<file path="src/rtl/slt_pkg.sv">
package slt_pkg;
    typedef enum logic [1:0] {
        ST_IDLE  = 2'd0,
        ST_ARM   = 2'd1,
        ST_COUNT = 2'd2
    } slt_state_e;
endpackage

</file>
<file path="src/rtl/slt_edge_sync.sv">
module slt_edge_sync #(
    parameter int STAGES = 2
) (
    input  logic clk,
    input  logic rst_n,
    input  logic src_sel,
    input  logic sync_raw,
    input  logic fb_raw,
    output logic fall_det,
    output logic rise_det
);
    localparam int NCH = 2;

    logic [NCH-1:0] raw;
    logic [NCH-1:0] synced;
    logic           lvl;
    logic           lvl_q;

    assign raw = {fb_raw, sync_raw};

    generate
        for (genvar c = 0; c < NCH; c++) begin : g_ch
            logic [STAGES-1:0] sh;
            always_ff @(posedge clk or negedge rst_n) begin
                if (!rst_n) sh <= '1;
                else        sh <= {sh[STAGES-2:0], raw[c]};
            end
            assign synced[c] = sh[STAGES-1];
        end
    endgenerate

    assign lvl = src_sel ? synced[1] : synced[0];

    always_ff @(posedge clk or negedge rst_n) begin
        if (!rst_n) lvl_q <= 1'b1;
        else        lvl_q <= lvl;
    end

    assign fall_det = lvl_q & ~lvl;
    assign rise_det = ~lvl_q & lvl;
endmodule

</file>
<file path="src/rtl/slt_tick_gen.sv">
module slt_tick_gen #(
    parameter int DIV = 25
) (
    input  logic clk,
    input  logic rst_n,
    input  logic clr,
    output logic tick
);
    localparam int CW = (DIV > 1) ? $clog2(DIV) : 1;
    localparam logic [CW-1:0] LAST = CW'(DIV - 1);

    logic [CW-1:0] cnt;

    always_ff @(posedge clk or negedge rst_n) begin
        if (!rst_n)            cnt <= '0;
        else if (clr)          cnt <= '0;
        else if (cnt == LAST)  cnt <= '0;
        else                   cnt <= cnt + 1'b1;
    end

    assign tick = (cnt == LAST);
endmodule

</file>
<file path="src/rtl/slt_ctrl.sv">
module slt_ctrl
    import slt_pkg::*;
#(
    parameter int RES_W = 8
) (
    input  logic             clk,
    input  logic             rst_n,
    input  logic             wr,
    input  logic             wr_val,
    input  logic             fall,
    input  logic             rise,
    input  logic             tick,
    output logic             presc_clr,
    output logic             busy,
    output logic [RES_W-1:0] result,
    output logic             done
);
    localparam logic [RES_W-1:0] CNT_TOP = '1;

    slt_state_e state, state_nx;
    logic [RES_W-1:0] cnt;
    logic start_req, abort_req, complete, open_cnt;

    assign start_req = wr & wr_val;
    assign abort_req = wr & ~wr_val;
    assign open_cnt  = (state == ST_ARM) & fall & ~abort_req;
    assign complete  = (state == ST_COUNT) & rise & ~abort_req;
    assign presc_clr = open_cnt;
    assign busy      = (state != ST_IDLE);

    always_comb begin
        state_nx = state;
        unique case (state)
            ST_IDLE:  if (start_req) state_nx = ST_ARM;
            ST_ARM: begin
                if (abort_req)  state_nx = ST_IDLE;
                else if (fall)  state_nx = ST_COUNT;
            end
            ST_COUNT: begin
                if (abort_req)  state_nx = ST_IDLE;
                else if (rise)  state_nx = ST_IDLE;
            end
            default:            state_nx = ST_IDLE;
        endcase
    end

    always_ff @(posedge clk or negedge rst_n) begin
        if (!rst_n) state <= ST_IDLE;
        else        state <= state_nx;
    end

    always_ff @(posedge clk or negedge rst_n) begin
        if (!rst_n) begin
            cnt    <= CNT_TOP;
            result <= '0;
            done   <= 1'b0;
        end else begin
            done <= complete;
            if (complete) result <= cnt;
            if (open_cnt)
                cnt <= CNT_TOP;
            else if ((state == ST_COUNT) && tick && (cnt != '0))
                cnt <= cnt - 1'b1;
        end
    end
endmodule

</file>
<file path="src/rtl/sync_low_timer.sv">
module sync_low_timer #(
    parameter int TICK_DIV    = 25,
    parameter int RES_W       = 8,
    parameter int SYNC_STAGES = 2
) (
    input  logic             clk,
    input  logic             rst_n,
    input  logic             src_sel,
    input  logic             hsync_in,
    input  logic             flyback_in,
    input  logic             acq_wr,
    input  logic             acq_wdata,
    output logic             acq_busy,
    output logic [RES_W-1:0] low_result,
    output logic             meas_done
);
    logic fall_det, rise_det, tick, presc_clr;

    slt_edge_sync #(.STAGES(SYNC_STAGES)) u_sync (
        .clk      (clk),
        .rst_n    (rst_n),
        .src_sel  (src_sel),
        .sync_raw (hsync_in),
        .fb_raw   (flyback_in),
        .fall_det (fall_det),
        .rise_det (rise_det)
    );

    slt_tick_gen #(.DIV(TICK_DIV)) u_tick (
        .clk   (clk),
        .rst_n (rst_n),
        .clr   (presc_clr),
        .tick  (tick)
    );

    slt_ctrl #(.RES_W(RES_W)) u_ctrl (
        .clk       (clk),
        .rst_n     (rst_n),
        .wr        (acq_wr),
        .wr_val    (acq_wdata),
        .fall      (fall_det),
        .rise      (rise_det),
        .tick      (tick),
        .presc_clr (presc_clr),
        .busy      (acq_busy),
        .result    (low_result),
        .done      (meas_done)
    );
endmodule

</file>
<file path="config.mk">
export PLATFORM = sky130hd
export DESIGN_NAME = sync_low_timer
export DESIGN_NICKNAME = d
export VERILOG_FILES = /design/src/rtl/slt_pkg.sv /design/src/rtl/slt_edge_sync.sv /design/src/rtl/slt_tick_gen.sv /design/src/rtl/slt_ctrl.sv /design/src/rtl/sync_low_timer.sv
export SDC_FILE = /design/constraint.sdc
export NUM_CORES = 1
export LEC_CHECK = 0
export CAP_MARGIN = 20
export CORE_MARGIN = 5
export CORE_UTILIZATION = 57
export DETAILED_ROUTE_END_ITERATION = 10
export GPL_ROUTABILITY_DRIVEN = 0
export PLACE_DENSITY_LB_ADDON = 0.12
export SLEW_MARGIN = 20
export SYNTH_ARGS = -nofsm -noshare
export SYNTH_HDL_FRONTEND = slang
export SYNTH_SLANG_ARGS = --single-unit
</file>
<file path="constraint.sdc">
create_clock -name clk -period 5.4 [get_ports clk]
set_input_delay 1.08 -clock clk [delete_from_list [all_inputs] [get_ports clk]]
set_output_delay 1.08 -clock clk [all_outputs]
set_load 0.01 [all_outputs]
</file>
# After elaboration in Yosys (flattened, before gate mapping)

Index checks and enable logic that the tools add are counted.

Bitwise operators: 12
Add/subtract/negate cells: 2
Equality and inequality tests: 6
Reduce and logical (&&, ||, !) cells: 7
Multiplexer cells: 11

Operator list:

| operator              | number |
|---|---|
| $mux W8               | 2 |
| $mux W2               | 5 |
| $mux W5               | 2 |
| $and A1 B1 Y1         | 8 |
| $reduce_bool A8 Y1    | 1 |
| $sub A8 B1 Y8 const B | 1 |
| $ne A3 B1 Y1 const B  | 2 |
| $pmux W2 S3           | 1 |
| $add A5 B1 Y5 const B | 1 |
| $eq A5 B5 Y1 const B  | 1 |
| $not A1 Y1            | 4 |
| $reduce_bool A2 Y1    | 2 |
| $reduce_and A3 Y1     | 1 |
| $eq A2 B1 Y1 const B  | 1 |
| $eq A2 B2 Y1 const B  | 1 |
| $logic_and A1 B1 Y1   | 2 |
| $logic_not A2 Y1      | 1 |
| $ne A2 B1 Y1 const B  | 1 |
| $mux W1               | 1 |

Bits in registers: 29
Word-level logic and storage cells: 46

# Depth between registers and ports, before layout

Depth after elaboration: 6
Gate-level depth with buffers: 6
Mapped depth without buffers: 6

# By module

From an unflattened synthesis, not the netlist that was laid out.

Cell total of the unflattened synthesis: 116
Area total of the unflattened synthesis: 1382.6 um^2

By module, submodules not included:

| module        | area each (um^2) | cells an instance | instances |
|---|---|---|---|
| slt_ctrl      | 949.7            | 80                | 1 |
| slt_tick_gen  | 277.8            | 27                | 1 |
| slt_edge_sync | 155.1            | 9                 | 1 |

# Worst setup path after synthesis

OpenSTA, ideal clock, no wires.

Kind: input to register
Start: in src_sel
End: reg u_ctrl.cnt[4]
Path buffers: 0
Slack: 3.074 ns
Stages: 4
Data required time: 5.325 ns
Arrival: 2.251 ns
Library setup time: 0.075 ns
Cell sequence: mux2_2 -> nor4_1 -> nor2_1 -> mux2i_1

Longest elaborated chain between the ends: 6
Elaborated cells between the ends (all ways): 7
Classes of those cells: mux (2); bitwise (4); reduce/logical (1)

RTL lines:

| item                                          | line                | text |
|---|---|---|
| start: declaration                            | sync_low_timer.sv:8 | `input logic src_sel,` |
| $mux W1 *                                     | slt_edge_sync.sv:32 | `assign lvl = src_sel ? synced[1] : synced[0];` |
| $not A1 Y1 *                                  | slt_edge_sync.sv:39 | `assign fall_det = lvl_q & ~lvl;` |
| $and A1 B1 Y1 *                               | slt_edge_sync.sv:39 |  |
| $and A1 B1 Y1 * (2 in series)                 | slt_ctrl.sv:26      | `assign open_cnt = (state == ST_ARM) & fall & ~abort_req;` |
| $mux W8 or $reduce_bool A2 Y1 (tied branches) | --                  |  |
| end signal: assignment                        | slt_ctrl.sv:63      | `cnt <= cnt - 1'b1;` |
| end: declaration                              | slt_ctrl.sv:21      | `logic [RES_W-1:0] cnt;` |

Every way passes the cells marked *; elsewhere a longest branch is shown, timed or not.
A chain may end at the register's enable or synchronous reset.

# Worst setup path in the final report

Start: reg u_ctrl.state[1]
End: out acq_busy

Longest elaborated chain between the ends: 1

RTL lines:

| item                     | line                 | text |
|---|---|---|
| start: declaration       | slt_ctrl.sv:20       | `slt_state_e state, state_nx;` |
| start signal: assignment | slt_ctrl.sv:49       | `else state <= state_nx;` |
| $reduce_bool A2 Y1       | slt_ctrl.sv:29       | `assign busy = (state != ST_IDLE);` |
| end: declaration         | sync_low_timer.sv:13 | `output logic acq_busy,` |

Every way passes these cells.

==> summary.md <==
STA classifies the critical path endpoint as a primary output. The clock period minus worst slack works out to 2.64 ns. The cell area after layout was 0.00159 sq mm; the largest net degree at the start of global routing was 30. The synthesized design contains 29 register bits. The first global-routing pass estimated 4350 microns of wire.

The number of I/O port buffers was 16. The average detailed-routed wire length per instance was 14.6 microns; the post-synthesis average cell area was 11.5 sq um. The die is 58.0 microns wide. The worst hold path class was reg -> reg.

The number of non-filler instances in the completed layout was 167. The final wirelength is 2440 microns. In this run the tightest slew margin relative to its limit is 51.6%. Timing analysis after detailed placement gives a worst setup slack of 2.31 ns.

The run gives 26 as the count of routing violations after the opening detailed-route iteration. The proportion of netlist area held by the largest area contributor works out to 30.5%. In the synthesized netlist the dominant register cell turns out to be sky130_fd_sc_hd__dfrtp_1.

The core region is 0.00221 sq mm. In the final layout, the share of cells above drive strength 1 is 28.1%. The clock tree synthesis step divided the H-tree into 2 levels. The number of setup buffers added after CTS is 0. The number of nets handed over by synthesis was 125. The die covers 0.00336 sq mm. The synthesized netlist contains 32 unique library cells. The initial utilization of the core area, before any placement, comes to 59.3%. Summed over all cells, the static leakage comes to 0.675 nW.

STA puts the critical path data required time at 4.32 ns. The library cell contributing the largest single delay on the critical path is sky130_fd_sc_hd__clkdlybuf4s50_1. The transition at the pin with the smallest max-transition slack was 0.721 ns.

The longest clock path from root to sink contains 2 buffers. In the post-route analysis, the smallest setup slack over all paths is 2.76 ns. TritonCTS built the clock tree. Setup repair after global routing left no endpoint under its margin. Clock root buffer: sky130_fd_sc_hd__clkbuf_4.

After synthesis the cells add up to 0.00131 sq mm. For the final-stage net count, the log shows 149. The logs give 1046 for the via count of the first global-routing pass and 159 for the count of placed standard cells including taps. In this design, the stage delay of the slowest critical-path cell is 0.48 ns.

The detailed placer's ending HPWL was 1710 microns. Max-cap violations in this run came to 0. Yosys printed 0 warnings.

The critical path buffer and inverter count works out to 1. Once layout is complete, the utilization of the core stands at 71.9%. The global-route usage over all layers was 17.4%; the number of gates resized after CTS was 0. After synthesis, the cell types taking the most area are sky130_fd_sc_hd__dfrtp_1, sky130_fd_sc_hd__dfstp_2, sky130_fd_sc_hd__mux2_2. The number of enable-type register cells in the synthesized netlist was 0.

The achievable frequency came out at 379 MHz. The number of antenna diodes in the final layout is 0. The area growth from synthesis to final layout was 21.3%.

The power density of the placed cells was 428 mW/mm^2; the post-place instance area was 0.00152 sq mm. For this design, the CTS-stage hold fixing added 0 buffers. The tools report the aggregate global routing overflow as 0. In the synthesized netlist, the number of instances is 114. The tools report the number of buffers created by CTS as 5. The tools report the count of vias placed by the detailed router as 950. For this design the top-level I/O count stands at 17. Setup total negative slack on the finished layout was measured at 0 ns. In the routed design, unresolved DRC markers number 0. The iteration count of the initial detailed-routing pass was 4. Final number of max-transition violations: 0. The run gives 0 as the count of nets left with antenna violations after detail routing. Of the available clock period, the critical path in the final layout requires 48.9%. The arrival time at the worst endpoint came out at 1.56 ns. The type of the setup path with the least slack is reg -> out. After clock tree synthesis, the clock-pin slew on the worst setup and hold paths is 0.09 ns.

Of the synthesized area, sequential elements account for 56.5%. The run finished with clean final reports. The initial antenna violation count is 0, and the via density per instance is 5.69. The synthesized design spends more area on one cell type than any other, namely sky130_fd_sc_hd__dfrtp_1. Along the worst path, the maximum fanout reaches 6. The TritonCTS sink count came out at 29. For the standard-cell row count, the log shows 17.

After synthesis, the share of flip-flops with an asynchronous set or reset is 100%. The height of the die was 58.0 microns. For the final database, setup skew stands at 0.00887 ns. The signal on the critical path passes through or2_2 > clkdlybuf4s50_1. Cell type group with the largest total delay on the critical path: buffers and inverters.

Final-report hold violation count: 0. STA classifies the critical path startpoint as a register. The maximum VDD drop is 0.312 mV, and the clock latency on the worst-skew pair is 0.34 ns. Setup violations remaining at the end of the flow were counted as 0.
==> cell families (layout without fill, tap and decap cells) <==
| group | after synthesis | in the layout | synth area share (%) |
|---|---|---|---|
| XOR/XNOR | 2 | 2 | 1.33 |
| AND/OR/NAND/NOR | 42 | 42 | 18.1 |
| adder cells (fa/ha/maj) | 4 | 4 | 3.81 |
| AO/OA/AOI/OAI | 18 | 18 | 8.68 |
| multiplexers | 11 | 11 | 9.25 |
| buffers and inverters | 8 | 33 | 2.29 |
| flip-flops | 29 | 29 | 56.5 |
==> layout by cell type (no fill, tap or decap), drive strengths merged, types with 4 or more instances in the layout <==
| cell type | instances |
|---|---|
| clkdlybuf4s50 | 16 |
| dfrtp | 16 |
| dfstp | 13 |
| nor2 | 12 |
| mux2 | 9 |
| inv | 8 |
| nand2 | 7 |
| clkbuf | 7 |
| o21ai | 6 |
| a21oi | 4 |
| ha | 4 |
| nor4 | 4 |
==> where the power goes <==
| part | leakage, nW | switching, W | internal [W] | total, W |
|---|---|---|---|---|
| registers | 0.329 | 0.0000421 | 0.000277 | 0.000319 |
| logic | 0.304 | 0.0000874 | 0.000124 | 0.000211 |
| clock network | 0.0413 | 0.0000764 | 0.0000753 | 0.000152 |
==> metrics by stage <==
step	total power [W]	hold WS (ns)
finish	0.000682	0.362
global route	0.000730	0.369
CTS	0.000689	0.363
detailed placement	0.000536	0.349
global placement	0.000523	0.346
floorplan	0.000432	0.345
==> flip-flops by register name (all words and copies together), names as in the netlist <==
| signal | flops |
|---|---|
| u_ctrl.state | 2 |
| u_ctrl.cnt | 8 |
| u_ctrl.done | 1 |
| u_sync.g_ch.sh | 4 |
| u_ctrl.result | 8 |
| u_tick.cnt | 5 |
| u_sync.lvl_q | 1 |
==> cell type report <==
class                      instances  area [sq um]
tap                               28          35.0
clock inverter                     1          5.00
fill                             171           621
multi-input combinational         77           547
inverter                           8          30.0
timing repair buffer              17           168
sequential                        29           742
clock buffer                       7          65.1
==> layer usage <==
metal  up-vias  share of wire, %  global-route usage (%)
met2        16                51                    29.4
met5         -                 0                       0
li1        450                 -                       -
met3         5               4.8                    7.13
met1       479                41                    17.5
met4         0               2.4                    11.6
==> cells in the mapped netlist, types with 2 or more instances <==
master                     count
sky130_fd_sc_hd__dfrtp_1      16
sky130_fd_sc_hd__nor4_1        3
sky130_fd_sc_hd__ha_1          4
sky130_fd_sc_hd__a31oi_1       2
sky130_fd_sc_hd__dfstp_2      13
sky130_fd_sc_hd__nand2b_1      3
sky130_fd_sc_hd__nor2_1       12
sky130_fd_sc_hd__nor2b_1       2
sky130_fd_sc_hd__xnor2_1       2
sky130_fd_sc_hd__inv_1         8
sky130_fd_sc_hd__mux2_2        9
sky130_fd_sc_hd__mux2i_1       2
sky130_fd_sc_hd__a21oi_1       4
sky130_fd_sc_hd__o21ai_0       6
sky130_fd_sc_hd__and4_1        2
sky130_fd_sc_hd__a311oi_1      2
sky130_fd_sc_hd__nor3_1        3
sky130_fd_sc_hd__nand2_1       7
==> path summary, 6_finish.rpt <==
kind                                      start              endpoint  slack (ns)  cells after the start
max reg2reg                       u_tick.cnt[0]         u_ctrl.cnt[4]        3.36                      6
min                        u_sync.g_ch[1].sh[0]  u_sync.g_ch[1].sh[1]        0.36                      0
max in group asynchronous                 rst_n         u_ctrl.cnt[2]        3.98                      2
min in group asynchronous                 rst_n      u_ctrl.result[7]        1.11                      2
max                             u_ctrl.state[1]              acq_busy        2.76                      2
min reg2reg                u_sync.g_ch[1].sh[0]  u_sync.g_ch[1].sh[1]        0.36                      0
No activity file was read; power rests on OpenSTA's default activity.
